## src/rtl/mdio_mgmt_pkg.sv

```systemverilog
package mdio_mgmt_pkg;
  localparam int BUS_W     = 32;
  localparam int RA_W      = 3;
  localparam int PHY_AW    = 5;
  localparam int REG_AW    = 5;
  localparam int DW        = 16;
  localparam int DIV_W     = 3;
  localparam int PRE_LEN   = 32;
  localparam int FRAME_LEN = PRE_LEN + 2 + 2 + PHY_AW + REG_AW + 2 + DW;
  localparam int TA_IDX    = FRAME_LEN - DW - 2;
  localparam int DATA_IDX  = FRAME_LEN - DW;

  localparam logic [RA_W-1:0] OFS_CFG = 3'd0;
  localparam logic [RA_W-1:0] OFS_CMD = 3'd1;
  localparam logic [RA_W-1:0] OFS_TGT = 3'd2;
  localparam logic [RA_W-1:0] OFS_WD  = 3'd3;
  localparam logic [RA_W-1:0] OFS_RD  = 3'd4;
  localparam logic [RA_W-1:0] OFS_IND = 3'd5;

  localparam logic [1:0] SOF    = 2'b01;
  localparam logic [1:0] OP_WR  = 2'b01;
  localparam logic [1:0] OP_RD  = 2'b10;
  localparam logic [1:0] TA_WR  = 2'b10;
  localparam logic [1:0] TA_RD  = 2'b11;

  localparam int PHY_LSB   = 8;
  localparam int ABORT_BIT = 31;
  localparam int BUSY_BIT  = 0;
  localparam int NV_BIT    = 2;
  localparam logic [DIV_W-1:0] DIV_RST = '1;
endpackage

```

## src/rtl/mdio_mdc_gen.sv

```systemverilog
module mdio_mdc_gen #(
  parameter int DIV_W = 3
) (
  input  logic             clk_i,
  input  logic             rst_ni,
  input  logic             run_i,
  input  logic             clr_i,
  input  logic [DIV_W-1:0] code_i,
  output logic             mdc_o,
  output logic             rise_o,
  output logic             fall_o
);
  localparam int CNT_W = DIV_W + 1;

  logic [CNT_W-1:0] cnt_q;
  logic [CNT_W-1:0] half_m1;
  logic             mdc_q;
  logic             wrap;

  // half period = 2*(n+1) system clocks
  assign half_m1 = {code_i, 1'b1};
  assign wrap    = run_i && !clr_i && (cnt_q == half_m1);
  assign rise_o  = wrap && !mdc_q;
  assign fall_o  = wrap && mdc_q;
  assign mdc_o   = mdc_q;

  always_ff @(posedge clk_i or negedge rst_ni) begin
    if (!rst_ni) begin
      cnt_q <= '0;
      mdc_q <= 1'b0;
    end else if (!run_i || clr_i) begin
      cnt_q <= '0;
      mdc_q <= 1'b0;
    end else if (wrap) begin
      cnt_q <= '0;
      mdc_q <= !mdc_q;
    end else begin
      cnt_q <= cnt_q + 1'b1;
    end
  end
endmodule

```

## src/rtl/mdio_frame_eng.sv

```systemverilog
module mdio_frame_eng
  import mdio_mgmt_pkg::*;
(
  input  logic              clk_i,
  input  logic              rst_ni,
  input  logic              abort_i,
  input  logic              start_wr_i,
  input  logic              start_rd_i,
  input  logic [PHY_AW-1:0] phy_i,
  input  logic [REG_AW-1:0] reg_i,
  input  logic [DW-1:0]     wdata_i,
  input  logic              rise_i,
  input  logic              fall_i,
  input  logic              mdio_i,
  output logic              busy_o,
  output logic              nvalid_o,
  output logic [DW-1:0]     rdata_o,
  output logic              mdio_o,
  output logic              mdio_oe_o
);
  localparam int IDX_W = $clog2(FRAME_LEN);
  localparam logic [IDX_W-1:0] LAST_IDX = IDX_W'(FRAME_LEN - 1);
  localparam logic [IDX_W-1:0] TA_I     = IDX_W'(TA_IDX);
  localparam logic [IDX_W-1:0] DATA_I   = IDX_W'(DATA_IDX);

  logic [FRAME_LEN-1:0] sh_q;
  logic [IDX_W-1:0]     idx_q;
  logic                 busy_q, rd_q, nv_q;
  logic [DW-1:0]        rsh_q, rdata_q;
  logic [FRAME_LEN-1:0] frame_d;
  logic                 launch;

  assign launch  = start_wr_i || start_rd_i;
  assign frame_d = {{PRE_LEN{1'b1}}, SOF,
                    start_rd_i ? OP_RD : OP_WR,
                    phy_i, reg_i,
                    start_rd_i ? TA_RD : TA_WR,
                    start_rd_i ? {DW{1'b1}} : wdata_i};

  always_ff @(posedge clk_i or negedge rst_ni) begin
    if (!rst_ni) begin
      sh_q    <= '1;
      idx_q   <= '0;
      busy_q  <= 1'b0;
      rd_q    <= 1'b0;
      nv_q    <= 1'b0;
      rsh_q   <= '0;
      rdata_q <= '0;
    end else if (abort_i) begin
      sh_q   <= '1;
      idx_q  <= '0;
      busy_q <= 1'b0;
      rd_q   <= 1'b0;
      nv_q   <= 1'b0;
    end else if (!busy_q) begin
      if (launch) begin
        sh_q   <= frame_d;
        idx_q  <= '0;
        busy_q <= 1'b1;
        rd_q   <= start_rd_i;
        nv_q   <= start_rd_i;
      end
    end else begin
      if (rise_i && rd_q && idx_q >= DATA_I)
        rsh_q <= {rsh_q[DW-2:0], mdio_i};
      if (fall_i) begin
        if (idx_q == LAST_IDX) begin
          busy_q <= 1'b0;
          sh_q   <= '1;
          if (rd_q) begin
            rdata_q <= rsh_q;
            nv_q    <= 1'b0;
          end
        end else begin
          idx_q <= idx_q + 1'b1;
          sh_q  <= {sh_q[FRAME_LEN-2:0], 1'b1};
        end
      end
    end
  end

  assign busy_o    = busy_q;
  assign nvalid_o  = nv_q;
  assign rdata_o   = rdata_q;
  assign mdio_o    = sh_q[FRAME_LEN-1];
  assign mdio_oe_o = busy_q && !(rd_q && idx_q >= TA_I);
endmodule

```

## src/rtl/mdio_regfile.sv

```systemverilog
module mdio_regfile
  import mdio_mgmt_pkg::*;
(
  input  logic              clk_i,
  input  logic              rst_ni,
  input  logic              reg_we_i,
  input  logic [RA_W-1:0]   reg_addr_i,
  input  logic [BUS_W-1:0]  reg_wdata_i,
  output logic [BUS_W-1:0]  reg_rdata_o,
  input  logic              busy_i,
  input  logic              nvalid_i,
  input  logic [DW-1:0]     rdata_i,
  output logic [DIV_W-1:0]  div_o,
  output logic [PHY_AW-1:0] phy_o,
  output logic [REG_AW-1:0] reg_o,
  output logic              start_wr_o,
  output logic              start_rd_o,
  output logic              abort_o
);
  logic [DIV_W-1:0]  div_q;
  logic              cmd_q;
  logic [PHY_AW-1:0] phy_q;
  logic [REG_AW-1:0] reg_q;
  logic [DW-1:0]     wd_q;
  logic wr_cfg, wr_cmd, wr_tgt, wr_wd;

  assign wr_cfg = reg_we_i && reg_addr_i == OFS_CFG;
  assign wr_cmd = reg_we_i && reg_addr_i == OFS_CMD;
  assign wr_tgt = reg_we_i && reg_addr_i == OFS_TGT;
  assign wr_wd  = reg_we_i && reg_addr_i == OFS_WD;

  assign abort_o    = wr_cfg && reg_wdata_i[ABORT_BIT];
  assign start_wr_o = wr_wd && !busy_i;
  assign start_rd_o = wr_cmd && reg_wdata_i[0] && !cmd_q && !busy_i;

  always_ff @(posedge clk_i or negedge rst_ni) begin
    if (!rst_ni) begin
      div_q <= DIV_RST;
      cmd_q <= 1'b0;
      phy_q <= '0;
      reg_q <= '0;
      wd_q  <= '0;
    end else begin
      if (wr_cfg) div_q <= reg_wdata_i[DIV_W-1:0];
      if (wr_cmd) cmd_q <= reg_wdata_i[0];
      if (wr_tgt) begin
        phy_q <= reg_wdata_i[PHY_LSB +: PHY_AW];
        reg_q <= reg_wdata_i[REG_AW-1:0];
      end
      if (wr_wd)  wd_q  <= reg_wdata_i[DW-1:0];
    end
  end

  always_comb begin
    reg_rdata_o = '0;
    case (reg_addr_i)
      OFS_CFG: reg_rdata_o[DIV_W-1:0] = div_q;
      OFS_CMD: reg_rdata_o[0] = cmd_q;
      OFS_TGT: begin
        reg_rdata_o[PHY_LSB +: PHY_AW] = phy_q;
        reg_rdata_o[REG_AW-1:0]        = reg_q;
      end
      OFS_WD:  reg_rdata_o[DW-1:0] = wd_q;
      OFS_RD:  reg_rdata_o[DW-1:0] = rdata_i;
      OFS_IND: begin
        reg_rdata_o[BUSY_BIT] = busy_i;
        reg_rdata_o[NV_BIT]   = nvalid_i;
      end
      default: reg_rdata_o = '0;
    endcase
  end

  assign div_o = div_q;
  assign phy_o = phy_q;
  assign reg_o = reg_q;
endmodule

```

## src/rtl/mdio_mgmt_ctrl.sv

```systemverilog
module mdio_mgmt_ctrl
  import mdio_mgmt_pkg::*;
(
  input  logic             clk_i,
  input  logic             rst_ni,
  input  logic             reg_we_i,
  input  logic [RA_W-1:0]  reg_addr_i,
  input  logic [BUS_W-1:0] reg_wdata_i,
  output logic [BUS_W-1:0] reg_rdata_o,
  output logic             mdc_o,
  output logic             mdio_o,
  output logic             mdio_oe_o,
  input  logic             mdio_i
);
  logic [DIV_W-1:0]  div_w;
  logic [PHY_AW-1:0] phy_w;
  logic [REG_AW-1:0] reg_w;
  logic [DW-1:0]     rdata_w;
  logic start_wr_w, start_rd_w, abort_w;
  logic busy_w, nv_w, rise_w, fall_w;

  mdio_regfile u_regs (
    .clk_i, .rst_ni, .reg_we_i, .reg_addr_i, .reg_wdata_i, .reg_rdata_o,
    .busy_i(busy_w), .nvalid_i(nv_w), .rdata_i(rdata_w),
    .div_o(div_w), .phy_o(phy_w), .reg_o(reg_w),
    .start_wr_o(start_wr_w), .start_rd_o(start_rd_w), .abort_o(abort_w)
  );

  mdio_mdc_gen #(.DIV_W(DIV_W)) u_mdc (
    .clk_i, .rst_ni, .run_i(busy_w), .clr_i(abort_w), .code_i(div_w),
    .mdc_o, .rise_o(rise_w), .fall_o(fall_w)
  );

  mdio_frame_eng u_eng (
    .clk_i, .rst_ni, .abort_i(abort_w),
    .start_wr_i(start_wr_w), .start_rd_i(start_rd_w),
    .phy_i(phy_w), .reg_i(reg_w), .wdata_i(reg_wdata_i[DW-1:0]),
    .rise_i(rise_w), .fall_i(fall_w), .mdio_i,
    .busy_o(busy_w), .nvalid_o(nv_w), .rdata_o(rdata_w),
    .mdio_o, .mdio_oe_o
  );
endmodule

```

## config.mk

```make
export PLATFORM = sky130hd
export DESIGN_NAME = mdio_mgmt_ctrl
export DESIGN_NICKNAME = d
export VERILOG_FILES = /design/src/rtl/mdio_mgmt_pkg.sv /design/src/rtl/mdio_mdc_gen.sv /design/src/rtl/mdio_frame_eng.sv /design/src/rtl/mdio_regfile.sv /design/src/rtl/mdio_mgmt_ctrl.sv
export SDC_FILE = /design/constraint.sdc
export NUM_CORES = 1
export LEC_CHECK = 0
export ABC_AREA = 1
export BUFFER_PORTS_ARGS = -buffer_cell sky130_fd_sc_hd__buf_4
export CAP_MARGIN = 40
export CORE_UTILIZATION = 25
export DETAILED_ROUTE_END_ITERATION = 16
export SLEW_MARGIN = 20
export SYNTH_ARGS = -nofsm -noshare
export SYNTH_HDL_FRONTEND = slang
export SYNTH_SLANG_ARGS = --single-unit
```

## constraint.sdc

```tcl
create_clock -name clk_i -period 4.85 [get_ports clk_i]
set_clock_uncertainty 0.15 [all_clocks]
set_input_delay 0.97 -clock clk_i [delete_from_list [all_inputs] [get_ports clk_i]]
set_output_delay 0.97 -clock clk_i [all_outputs]
set_load 0.005 [all_outputs]
```

==> results_dict.tcl <==
set metrics [dict create \
    numCtsBuffers 17 \
    wl_microns 14510 \
    p_switching_w 0.001117 \
    grt_max_degree 60 \
    hold_viol 0 \
    clk_latency_ns 0.42 \
    synth_common_cells "nand2_1, dfrtp_1, o21ai_1" \
    p_leak_nw 3.500 \
    dp_slack_ns 1.460 \
    finalSetupViolations 0 \
    dp_hpwl_microns 9900 \
    critPathTopFamily "simple AND/OR/NAND/NOR gates" \
    netlist_area_sq_um 6541 \
    crit_type "primary input to output pin" \
    synthArstFlopShare_pct 100.0 \
    cts_tree "done" \
    crit_chain "buf_4 -> nand2_1 -> nor2_4 -> nand2_1 -> nand3_1 -> nor2_1 -> a21oi_1 -> buf_4" \
    setup_ws_ns 1.427 \
    ir_drop_mv 0.2593 \
    cts_sinks 140 \
    cts_buffer_depth 2 \
    hp-class "primary input to async pin" \
    dieWidth_microns 163.8 \
    fmax_mhz 292.1 \
    yosysTopAreaCell "dfrtp_1" \
    startpoint "reg_addr_i[0]" \
    core_region_area_sq_um 25400 \
    fin_setup_tns_ns 0 \
    dr.pass1.iters 5 \
    synth_edf_count 0 \
    sw_frac_of_total_pct 28.96 \
    synth_area_leaders "dfrtp_1, dfstp_2, nand2_1, o21ai_1, o21ai_0" \
    num_antenna_cells 0 \
    reg2reg_from "u_regs.div_o[1]" \
    synth.distinct_cells 35 \
    comb_power_share_pct 20.2 \
    drive_above_1_share_pct 19.83 \
    power_density_nw_per_um2 500.5 \
    place.gp.congestion 0.7662 \
    drt_iter0_markers 334 \
    io_buffers 42 \
    p_int_w 0.002742 \
    p_total_w 0.003859 \
    worst_pin_slew_ns 0.6025 \
    rsz0062_at_grt "false" \
    cp.buffers_inverters 2 \
    regArea_sq_um 3587 \
    ant_nets 0 \
    synth_flop_cell "dfrtp_1" \
    dieArea_sq_um 26820 \
    overflow 0 \
    start_kind "primary input" \
    vias 4949 \
    start_util_pct 25.75 \
    cp_data_arrival_time_ns 2.30 \
    grt_pass1_vias 4681 \
    synth_seq_cells 140 \
    final.fill_count 2684 \
    maxSlewHeadroom_pct 59.83 \
    endpoint_kind "output pin" \
    multi_input_area_sq_um 2444 \
    cpMaxStageDelayCell "nor2_4" \
    pwr-share-seq_pct 48.1 \
    syn_avg_cell_area_sq_um 8.419 \
    crit_path_max_fanout 17 \
    ios 74 \
    nets 852 \
    grtUsageTotal_pct 11.80 \
    cap_viol_max_count 0 \
    fp-row-count 58 \
    drcViolationCount 0 \
    fin_crit_ns 3.423 \
    grt_pass1_wl_microns 24510 \
    holdBufCountCts 0 \
    syn-instance-count 777 \
    vias_per_cell 4.296 \
    die_h_microns 163.8 \
    cts-root-buf "clkbuf_16" \
    htree_levels 4 \
    slowest_delay_ns 0.41 \
    area_delta_synth_final_pct 17.87 \
    crit_required_ns 3.73 \
    yosysWarnings 0 \
    path_clk_slew_ns 0.06 \
    routedWlPerCell_microns 12.60 \
    synth_top_area_share_pct 27.93 \
    pwr-share-clk_pct 31.7 \
    post_cts_resized 0 \
    synth_most_common_cell "nand2_1" \
    post_cts_buffers 0 \
    drv_slew 0 \
    fin_crit_sh_pct 70.58 \
    status "finished, final reports clean" \
    yosysSeqAreaShare_pct 54.84 \
    antenna_found_initial 0 \
]
## placed cells by master (no fill, tap or decap), types with 2 or more instances in the layout
master      instances
buf_6               2
a22o_1              6
ha_1                4
a21oi_1             3
nor2_4              2
clkbuf_1            6
inv_2               4
nand2_2             2
clkinvlp_4          3
nor2_1             58
clkinv_2            2
nor3_1              2
o22ai_1            10
nand2_4             2
dfstp_2            67
clkbuf_8            3
nand4_1             7
xor2_1              3
buf_4              48
xnor2_1             2
o21ai_1            68
conb_1             16
clkbuf_16          17
nand4_4             3
inv_1              66
o21ai_0            62
nand2_1           234
dfrtp_1            73
nand3_1            34
## metal layers
metal	global-route usage, %	wire, microns
met1	16.59	7319
met2	17.24	6523
met3	3.131	494
met4	4.335	175
met5	0	0
## through the flow
stage               hold slack [ns]  instance area [sq um]  instances  utilization [%]
floorplan                    0.2920                   6598        792                -
global placement             0.3100                   7084       1116            27.89
detailed placement           0.3076                   7158       1120            28.18
CTS                          0.2978                   7710       1152            30.35
global route                 0.3157                   7710       1152            30.35
finish                       0.3134                   7710       1152            30.35
## path summary, 6_finish.rpt
path	to	slack [ns]	cells after the start
setup / recovery	reg_rdata_o[0]	1.43	8
min in group clk_i	u_eng.sh_q[0]	0.32	2
hold reg to reg	u_eng.sh_q[0]	0.32	2
setup reg to reg	u_eng.sh_q[27]	2.17	9
max in group asynchronous	u_eng.sh_q[3]	3.21	3
hold / removal	u_regs.wd_q[7]	0.31	1
## logic make-up (layout without fill, tap and decap cells)
logic type | Yosys count | count (layout) | synth area share [%]
other cells | 1 | 16 | 0.05733
simple gates | 346 | 346 | 22.26
flops | 140 | 140 | 54.84
compound gates | 155 | 155 | 12.66
buf+inv | 126 | 156 | 8.741
fa+ha+maj | 4 | 4 | 0.7651
xor+xnor | 5 | 5 | 0.6696
## power by group through the flow
stage                     clock network (W)  registers, W  logic [W]
after floorplan                           0       0.00182   0.000628
after CTS                           0.00125       0.00186   0.000794
after global routing                0.00130       0.00190   0.000930
after global placement                    0       0.00186   0.000761
after detailed placement                  0       0.00187   0.000790
final                               0.00122       0.00186   0.000779
## registers in the layout (all words and copies together), names as in the netlist, 3 cells and up
signal,count
u_eng.rdata_o,16
u_regs.phy_o,5
u_eng.sh_q,64
u_eng.rsh_q,16
u_mdc.cnt_q,4
u_eng.idx_q,6
u_regs.wd_q,16
u_regs.div_o,3
u_regs.reg_o,5
## final cells by class
class	count	share of cell area [%]
sequential	140	46.53
multi-input combinational	526	31.69
clock buffer	26	6.345
timing repair buffer	53	5.777
tap	330	5.355
inverter	71	3.489
clock inverter	6	0.8114
No activity file was read; power rests on OpenSTA's default activity.
